<file path="src/rtl/ric_pkg.sv">
package ric_pkg;
  localparam int OP_W  = 16;
  localparam int TAG_W = 4;

  typedef struct packed {
    logic             eot;
    logic [TAG_W-1:0] tag;
    logic [OP_W-1:0]  op;
  } slot_t;
endpackage

</file>
<file path="src/rtl/ric_hold_chain.sv">
module ric_hold_chain #(
  parameter int N = 16
) (
  input  logic [N-1:0] valid,
  input  logic [N-1:0] stall,
  output logic [N-1:0] hold
);
  // An element holds when it is occupied and either stalls itself or cannot
  // hand its instruction to a right neighbour that is itself holding.
  always_comb begin
    hold        = '0;
    hold[N-1]   = valid[N-1] & stall[N-1];
    for (int i = N - 2; i >= 0; i--) begin
      hold[i] = valid[i] & (stall[i] | hold[i+1]);
    end
  end
endmodule

</file>
<file path="src/rtl/ric_slot.sv">
module ric_slot
  import ric_pkg::*;
(
  input  logic  clk,
  input  logic  rst,
  input  logic  in_valid,
  input  slot_t in_slot,
  input  logic  hold,
  output logic  q_valid,
  output slot_t q_slot
);
  always_ff @(posedge clk) begin
    if (rst) begin
      q_valid <= 1'b0;
      q_slot  <= '0;
    end else if (!hold) begin
      q_valid <= in_valid;
      q_slot  <= in_slot;
    end
  end

  // a held element keeps its instruction
  p_hold_keeps_r5: assert property (@(posedge clk) disable iff (rst)
    hold |=> (q_valid && $stable(q_slot)));

  // a free element takes what its left neighbour hands over
  p_shift_in_r3: assert property (@(posedge clk) disable iff (rst)
    (!hold && in_valid) |=> (q_valid && q_slot == $past(in_slot)));

  // nothing handed over means a bubble
  p_bubble_in_r6: assert property (@(posedge clk) disable iff (rst)
    (!hold && !in_valid) |=> !q_valid);
endmodule

</file>
<file path="src/rtl/ric_done.sv">
module ric_done
  import ric_pkg::*;
(
  input  logic             clk,
  input  logic             rst,
  input  logic             fire,
  input  logic [TAG_W-1:0] tag_in,
  output logic             done,
  output logic [TAG_W-1:0] tag_out
);
  always_ff @(posedge clk) begin
    if (rst) begin
      done    <= 1'b0;
      tag_out <= '0;
    end else begin
      done <= fire;
      if (fire) tag_out <= tag_in;
    end
  end

  // R9 (head instance) and R10 (tail instance): single-cycle report with tag
  p_done_pulse_r9: assert property (@(posedge clk) disable iff (rst)
    fire |=> (done && tag_out == $past(tag_in)));

  p_done_quiet_r10: assert property (@(posedge clk) disable iff (rst)
    !fire |=> !done);
endmodule

</file>
<file path="src/rtl/ripple_issue_chain.sv">
module ripple_issue_chain
  import ric_pkg::*;
#(
  parameter int NUM_PE = 16
) (
  input  logic                   clk,
  input  logic                   rst,
  input  logic                   fetch_valid,
  output logic                   fetch_ready,
  input  logic [OP_W-1:0]        fetch_op,
  input  logic [TAG_W-1:0]       fetch_tag,
  input  logic                   fetch_eot,
  input  logic [NUM_PE-1:0]      pe_stall,
  output logic [NUM_PE-1:0]      pe_valid,
  output logic [NUM_PE*OP_W-1:0] pe_op,
  output logic [NUM_PE-1:0]      pe_retire,
  output logic                   head_done,
  output logic [TAG_W-1:0]       head_tag,
  output logic                   tail_done,
  output logic [TAG_W-1:0]       tail_tag
);
  localparam int LAST = NUM_PE - 1;

  slot_t             slot_q  [NUM_PE];
  slot_t             slot_in [NUM_PE];
  logic [NUM_PE-1:0] v_q;
  logic [NUM_PE-1:0] take;
  logic [NUM_PE-1:0] hold;

  ric_hold_chain #(.N(NUM_PE)) u_hold (
    .valid (v_q),
    .stall (pe_stall),
    .hold  (hold)
  );

  assign pe_retire   = v_q & ~hold;
  assign fetch_ready = ~hold[0];
  assign pe_valid    = v_q;

  for (genvar g = 0; g < NUM_PE; g++) begin : g_pe
    if (g == 0) begin : g_head
      assign take[g]    = fetch_valid & fetch_ready;
      assign slot_in[g] = '{eot: fetch_eot, tag: fetch_tag, op: fetch_op};
    end else begin : g_body
      assign take[g]    = pe_retire[g-1];
      assign slot_in[g] = slot_q[g-1];
    end

    ric_slot u_slot (
      .clk      (clk),
      .rst      (rst),
      .in_valid (take[g]),
      .in_slot  (slot_in[g]),
      .hold     (hold[g]),
      .q_valid  (v_q[g]),
      .q_slot   (slot_q[g])
    );

    assign pe_op[g*OP_W +: OP_W] = slot_q[g].op;

    if (g < LAST) begin : g_bubble_chk
      // a stalled element feeds a bubble to a free right neighbour
      p_stall_bubble_r6: assert property (@(posedge clk) disable iff (rst)
        (v_q[g] && pe_stall[g] && !hold[g+1]) |=> !v_q[g+1]);
    end
  end

  ric_done u_head_done (
    .clk     (clk),
    .rst     (rst),
    .fire    (pe_retire[0] & slot_q[0].eot),
    .tag_in  (slot_q[0].tag),
    .done    (head_done),
    .tag_out (head_tag)
  );

  ric_done u_tail_done (
    .clk     (clk),
    .rst     (rst),
    .fire    (pe_retire[LAST] & slot_q[LAST].eot),
    .tag_in  (slot_q[LAST].tag),
    .done    (tail_done),
    .tag_out (tail_tag)
  );

  // a stalled, occupied element 0 blocks the fetch port
  p_fetch_blocked_r7: assert property (@(posedge clk) disable iff (rst)
    (pe_valid[0] && pe_stall[0]) |-> !fetch_ready);

  // the warp leaves the last element and is reported
  p_tail_report_r10: assert property (@(posedge clk) disable iff (rst)
    (pe_retire[LAST] && slot_q[LAST].eot) |=> tail_done);

  // an empty element 0 always accepts
  p_ready_empty_r2: assert property (@(posedge clk) disable iff (rst)
    !pe_valid[0] |-> fetch_ready);
endmodule

</file>
<file path="config.mk">
export PLATFORM = sky130hd
export DESIGN_NAME = ripple_issue_chain
export DESIGN_NICKNAME = d
export VERILOG_FILES = /design/src/rtl/ric_pkg.sv /design/src/rtl/ric_hold_chain.sv /design/src/rtl/ric_slot.sv /design/src/rtl/ric_done.sv /design/src/rtl/ripple_issue_chain.sv
export SDC_FILE = /design/constraint.sdc
export NUM_CORES = 1
export LEC_CHECK = 0
export CAP_MARGIN = 15
export CELL_PAD_IN_SITES_DETAIL_PLACEMENT = 1
export CELL_PAD_IN_SITES_GLOBAL_PLACEMENT = 2
export CORE_MARGIN = 2
export CORE_UTILIZATION = 28
export DETAILED_ROUTE_END_ITERATION = 12
export PLACE_DENSITY_LB_ADDON = 0.1
export SETUP_SLACK_MARGIN = 0.15
export SYNTH_ARGS = -nofsm -noshare
export SYNTH_HDL_FRONTEND = slang
export SYNTH_HIERARCHICAL = 1
export SYNTH_SLANG_ARGS = --single-unit
</file>
<file path="constraint.sdc">
create_clock -name clk -period 2.26 [get_ports clk]
set_input_delay 0.452 -clock clk [delete_from_list [all_inputs] [get_ports clk]]
set_output_delay 0.452 -clock clk [all_outputs]
set_load 0.03 [all_outputs]
</file>
# Word-level counts from Yosys, hierarchy flattened
# Cells that the tools add are included.
[op_classes]
n_reduce_logical = 0
shifts = 0
bitwise = 37
n_eq_ne = 0
div_mod_pow = 0
magnitude_cmp = 0
addsub = 0
multipliers = 0
muxes = 0
[ops]
columns = ["op", "n"]
rows = [
  ["$and 1x1->1", 19],
  ["$and 16x16->16", 1],
  ["$not 16->16", 1],
  ["$or 1x1->1", 15],
  ["$not 1->1", 1],
]
[totals]
input_bits = 40
out_inout_bits = 299
n_memories = 0
mem_bits_rw = 0
rom_bits = 0
latchBits = 0
ff_bits = 362

# Longest topological paths before layout
[depth]
ltp_word = 34
ltp_mapped = 9
mapped_depth_nobuf = 8

# Hierarchy
# Netlist, hierarchy kept.
[by_module_without_submodules]
columns = ["module", "cells_per_inst", "n_inst", "area_per_inst_um2"]
rows = [
  ["ric_slot", 71, 16, 802.0],
  ["ric_done", 15, 2, 172.7],
  ["ric_hold_chain", 36, 1, 307.8],
  ["ripple_issue_chain", 35, 1, 240.2],
]

# Worst setup path before layout
# Ideal clock, no wire load.
[synth_path]
path_kind = "register -> output"
startpoint = "register g_pe[8].u_slot.q_valid"
endpoint = "output pe_retire[0]"
path_stages_with_launch = 8
arrival_ns = 1.897
slack_ns = -0.089
path_cell_list = "dfxtp_1 a21o_1 a2111oi_4 a22o_4 a31oi_4 o31a_1 nor2b_1 buf_4"
[synth_between]
elab_chain_cells = 19
[synth_lines]
columns = ["element", "line_no", "rtl"]
rows = [
  ["from (decl)", "ric_slot.sv:9", "output logic q_valid,"],
  ["from (signal assigned)", "ric_slot.sv:17", "q_valid <= in_valid;"],
  ["$and 1x1->1", "ric_hold_chain.sv:14", "hold[i] = valid[i] & (stall[i] | hold[i+1]);"],
  ["$or 1x1->1", "ric_hold_chain.sv:14", ""],
  ["$and 1x1->1", "ric_hold_chain.sv:14", ""],
  ["$or 1x1->1", "ric_hold_chain.sv:14", ""],
  ["$and 1x1->1", "ric_hold_chain.sv:14", ""],
  ["$or 1x1->1", "ric_hold_chain.sv:14", ""],
  ["$and 1x1->1", "ric_hold_chain.sv:14", ""],
  ["$or 1x1->1", "ric_hold_chain.sv:14", ""],
  ["[... 5 more ...]", "n/a", ""],
  ["net hold[2]", "ripple_issue_chain.sv:28", "logic [NUM_PE-1:0] hold;"],
  ["$or 1x1->1", "ric_hold_chain.sv:14", ""],
  ["$and 1x1->1", "ric_hold_chain.sv:14", ""],
  ["$or 1x1->1", "ric_hold_chain.sv:14", ""],
  ["$and 1x1->1", "ric_hold_chain.sv:14", ""],
  ["net hold[0]", "ripple_issue_chain.sv:28", ""],
  ["$not 16->16", "ripple_issue_chain.sv:36", "assign pe_retire = v_q & ~hold;"],
  ["$and 16x16->16", "ripple_issue_chain.sv:36", ""],
  ["to (decl)", "ripple_issue_chain.sv:16", "output logic [NUM_PE-1:0] pe_retire,"],
]
# The timed path passes the listed nets, and every way through them passes these cells.

# Worst setup path after layout
[layout_path]
startpoint = "input pe_stall[8]"
endpoint = "output pe_retire[3]"
[layout_between]
elab_chain_cells = 14
[layout_lines]
columns = ["element", "line_no", "rtl"]
rows = [
  ["from (decl)", "ripple_issue_chain.sv:13", "input logic [NUM_PE-1:0] pe_stall,"],
  ["$or 1x1->1", "ric_hold_chain.sv:14", ""],
  ["$and 1x1->1", "ric_hold_chain.sv:14", ""],
  ["$or 1x1->1", "ric_hold_chain.sv:14", ""],
  ["$and 1x1->1", "ric_hold_chain.sv:14", ""],
  ["$or 1x1->1", "ric_hold_chain.sv:14", ""],
  ["$and 1x1->1", "ric_hold_chain.sv:14", ""],
  ["$or 1x1->1", "ric_hold_chain.sv:14", ""],
  ["$and 1x1->1", "ric_hold_chain.sv:14", ""],
  ["$or 1x1->1", "ric_hold_chain.sv:14", ""],
  ["$and 1x1->1", "ric_hold_chain.sv:14", ""],
  ["net hold[4]", "ripple_issue_chain.sv:28", ""],
  ["$or 1x1->1", "ric_hold_chain.sv:14", ""],
  ["$and 1x1->1", "ric_hold_chain.sv:14", ""],
  ["net hold[3]", "ripple_issue_chain.sv:28", ""],
  ["$not 16->16", "ripple_issue_chain.sv:36", ""],
  ["$and 16x16->16", "ripple_issue_chain.sv:36", ""],
]
# The timed path passes the listed nets, and every way through them passes these cells.

==> impl_metrics.py <==
metrics = {
    "power": {
        "p_leak_nw": 8.62,
        "seqPwrFrac_pct": 46.4,
        "p_comb_share_pct": 5.0,
        "power_frac_clock_pct": 48.6,
        "p_per_area_nw_per_um2": 702,
        "power_switching_w": 0.00314,
        "p_int_w": 0.0109,
        "p_sw_share_pct": 22.4,
        "vdd_drop_max_v": 0.000543,
    },
    "die": {
        "rows": 81,
        "die_w_microns": 225,
        "io_pins": 339,
        "dieArea_sq_um": 50800,
        "core_area_sq_um": 48600,
        "chipHeight_microns": 225,
        "start_util_pct": 28.2,
    },
    "grt": {
        "grt_pass1_wl_mm": 59.7,
        "grt_pass1_vias": 9965,
        "grt_use_total_pct": 15.0,
        "antenna_found_initial": 0,
        "grt_max_degree": 100,
        "grt_overflow": 0,
    },
    "worst_setup_path": {
        "startpoint": "pe_stall[8]",
        "endpoint_kind": "output pin",
        "critPathSlowestCell": "clkdlybuf4s50_1",
        "cp.required_ns": 1.81,
        "r2r-start": "g_pe[15].u_slot/q_valid",
        "crit_buf_inv": 4,
        "crit_arrival_ns": 2.42,
        "worst-path-max-fanout": 2,
        "cp_top_family": "compound AO/OA/AOI/OAI gates",
        "crit_path_max_incr_delay_ns": 0.42,
        "worstSetupPathType": "input pin to output pin",
        "r2r_slack_ns": -0.25,
        "cp_cell_sequence": "clkdlybuf4s50_1, a21o_1, a2111oi_4, a22o_4, buf_6, buf_6, a21oi_4, o21a_4, nor2b_4, buf_6",
        "critPathLaunchType": "input pin",
        "cpMostUsedCell": "buf_6",
        "r2r-end": "u_head_done/tag_out[0]",
        "worstRegToRegCells": 11,
    },
    "worst_hold_path": {
        "hold_start": "rst",
        "hp-class": "input pin to flop",
        "holdPathEnd": "g_pe[10].u_slot/q_slot[15]",
        "holdPathStages": 2,
    },
    "finish": {
        "num-nets-final": 1690,
        "num_antenna_cells": 0,
        "final_cell_mix": "nor2_1 (363), dfxtp_1 (355), mux2i_1 (352)",
        "final_core_util_pct": 41.1,
        "layout_commonest_cell": "nor2_1",
        "drive_gt1_share_pct": 15.2,
        "fill_cells": 5263,
        "syn_to_final_growth_pct": 45.7,
        "stdcell_area_sq_um": 20000,
    },
    "synthesis": {
        "synth.distinct_cells": 25,
        "async_flop_share_pct": 0,
        "synth_warnings": 6,
        "synth_flop_cell": "dfxtp_1",
        "synth_area_sq_um": 13700,
        "ys_ff_latch": 362,
        "seq_area_frac_synth_pct": 52.8,
        "synth_edf_count": 0,
        "syn_inst": 1237,
        "synth_nets": 1277,
        "syn_area_per_cell_sq_um": 11.1,
    },
    "timing": {
        "slew-limit-headroom_pct": 67.3,
        "rsz0062_at_grt": "true",
        "hold_viol_final": 0,
        "finClkSkew_ns": 0.0152,
        "setup_slack_ns": -0.614,
        "fin_crit_sh_pct": 127,
        "worstMarginPinSlew_ns": 0.491,
        "fin_crit_ns": 2.87,
        "max_freq_ghz": 0.348,
        "setup_violations": 50,
        "maxSlewViolCount": 0,
    },
    "routing": {
        "wl_met2_mm": 22.5,
        "wl_met3_mm": 2.21,
        "top_layer": "met4",
        "dr.pass1.iters": 4,
        "viasPerCell": 4.36,
        "vias": 10000,
        "ant_nets": 0,
        "drcViolationCount": 0,
        "drtIter0Drc": 298,
        "wl_per_cell_microns": 18.6,
        "postRouteWirelength_mm": 42.8,
        "wl_met1_mm": 17.3,
    },
    "clocking": {
        "cts.sinks": 362,
        "cts_made_buffers": 43,
        "htreeDepth": 2,
        "cts_tree": "built",
        "cts_root_buf": "clkbuf_16",
        "clk_latency_ns": 0.56,
        "path_clk_slew_ns": 0.05,
        "cts_hold_buf": 0,
        "clockBufferDepth": 3,
    },
    "run_status": {
        "status": "finished, violations left",
        "violations": "setup timing",
    },
    "place": {
        "place.detailed.hpwl_mm": 27.3,
        "dpl_cell_area_sq_um": 17400,
        "numPortBuffers": 338,
        "gp_congestion": 0.781,
    },
    "job": {
        "maxCapViolCount": 0,
    },
}
==> cell usage after synthesis, types with 2 or more instances <==
| cell | count | area share (%) |
|---|---|---|
| o21ai_0 | 3 | 0.11 |
| dfxtp_1 | 362 | 53 |
| a21o_1 | 4 | 0.22 |
| o21a_1 | 10 | 0.55 |
| a21oi_1 | 2 | 0.073 |
| buf_4 | 15 | 0.82 |
| inv_1 | 2 | 0.055 |
| clkbuf_1 | 32 | 0.88 |
| nor2_1 | 364 | 10 |
| and3b_1 | 2 | 0.13 |
| and2_1 | 2 | 0.091 |
| buf_6 | 18 | 1.5 |
| buf_12 | 32 | 4.7 |
| nor2b_1 | 19 | 0.87 |
| mux2i_1 | 360 | 26 |
==> worst max-delay path by stage <==
stage	to	slack [ns]	cells after the start
detailed placement	pe_retire[1]	-0.74	9
floorplan	pe_retire[0]	-0.04	7
global placement	pe_retire[0]	-0.68	8
finish	pe_retire[3]	-0.61	10
CTS	pe_retire[7]	-0.63	8
global route	pe_retire[3]	-0.69	9
==> timing repair <==
action | in CTS | in global routing
pin swaps | 9 | 6
cloned | 2 | 19
resized for setup | 231 | 118
buffers inserted | 16 | 22
setup endpoints to repair | 318 | 254
==> state kept, by name, indices dropped and copies added, names as in the netlist <==
name / cells
g_pe.u_slot/q_valid: 16
g_pe.u_slot/q_slot: 336
u_head_done/tag_out: 4
u_tail_done/done: 1
u_head_done/done: 1
u_tail_done/tag_out: 4
==> layout make-up <==
| cell class | instances | area, sq um | share of cell area (%) |
|---|---|---|---|
| inverters | 2 | 7.51 | 0.0375 |
| repair buffers | 465 | 4940 | 24.7 |
| well taps | 622 | 778 | 3.89 |
| clock buffers | 70 | 1340 | 6.70 |
| flip-flops and latches | 362 | 7260 | 36.3 |
| multi-input cells | 776 | 5620 | 28.1 |
| clock inverters | 4 | 51.3 | 0.257 |
==> power groups by stage <==
stage	Combinational (W)	Sequential [W]	Clock (W)
after floorplan	0.000246	0.00676	0
after global placement	0.000647	0.00666	0
after detailed placement	0.000652	0.00666	0
after CTS	0.000657	0.00652	0.00714
after global routing	0.000750	0.00653	0.00737
final	0.000699	0.00652	0.00683
==> stage by stage <==
step / hold WS, ns / setup slack (ns) / TNS [ns] / power, W / std cells
after floorplan: 0.456 / -0.0431 / -0.0431 / 0.00701 / 1237
after global placement: 0.470 / -0.684 / -103.11 / 0.00731 / 2168
after detailed placement: 0.483 / -0.739 / -118.01 / 0.00731 / 2168
after CTS: 0.173 / -0.626 / -7.14 / 0.0143 / 2260
after global routing: 0.206 / -0.687 / -16.88 / 0.0147 / 2301
final: 0.218 / -0.614 / -11.05 / 0.0140 / 2301
==> kinds of logic (layout without fill, tap and decap cells) <==
logic type | count (synthesis) | after routing | share of synthesized area, %
and+or+nand+nor | 389 | 389 | 11.2
DFF | 362 | 362 | 52.8
muxes | 360 | 360 | 26.3
buffers and inverters | 99 | 541 | 7.89
AOI/OAI and AO/OA | 27 | 27 | 1.88
==> metal layers <==
metal | global-route usage (%) | vias to the layer above
li1 | - | 4918
met1 | 18.1 | 4860
met2 | 26.0 | 205
met3 | 4.03 | 50
met4 | 4.68 | 0
met5 | 0 | -
Note: power is estimated with default switching activity, not from simulation.
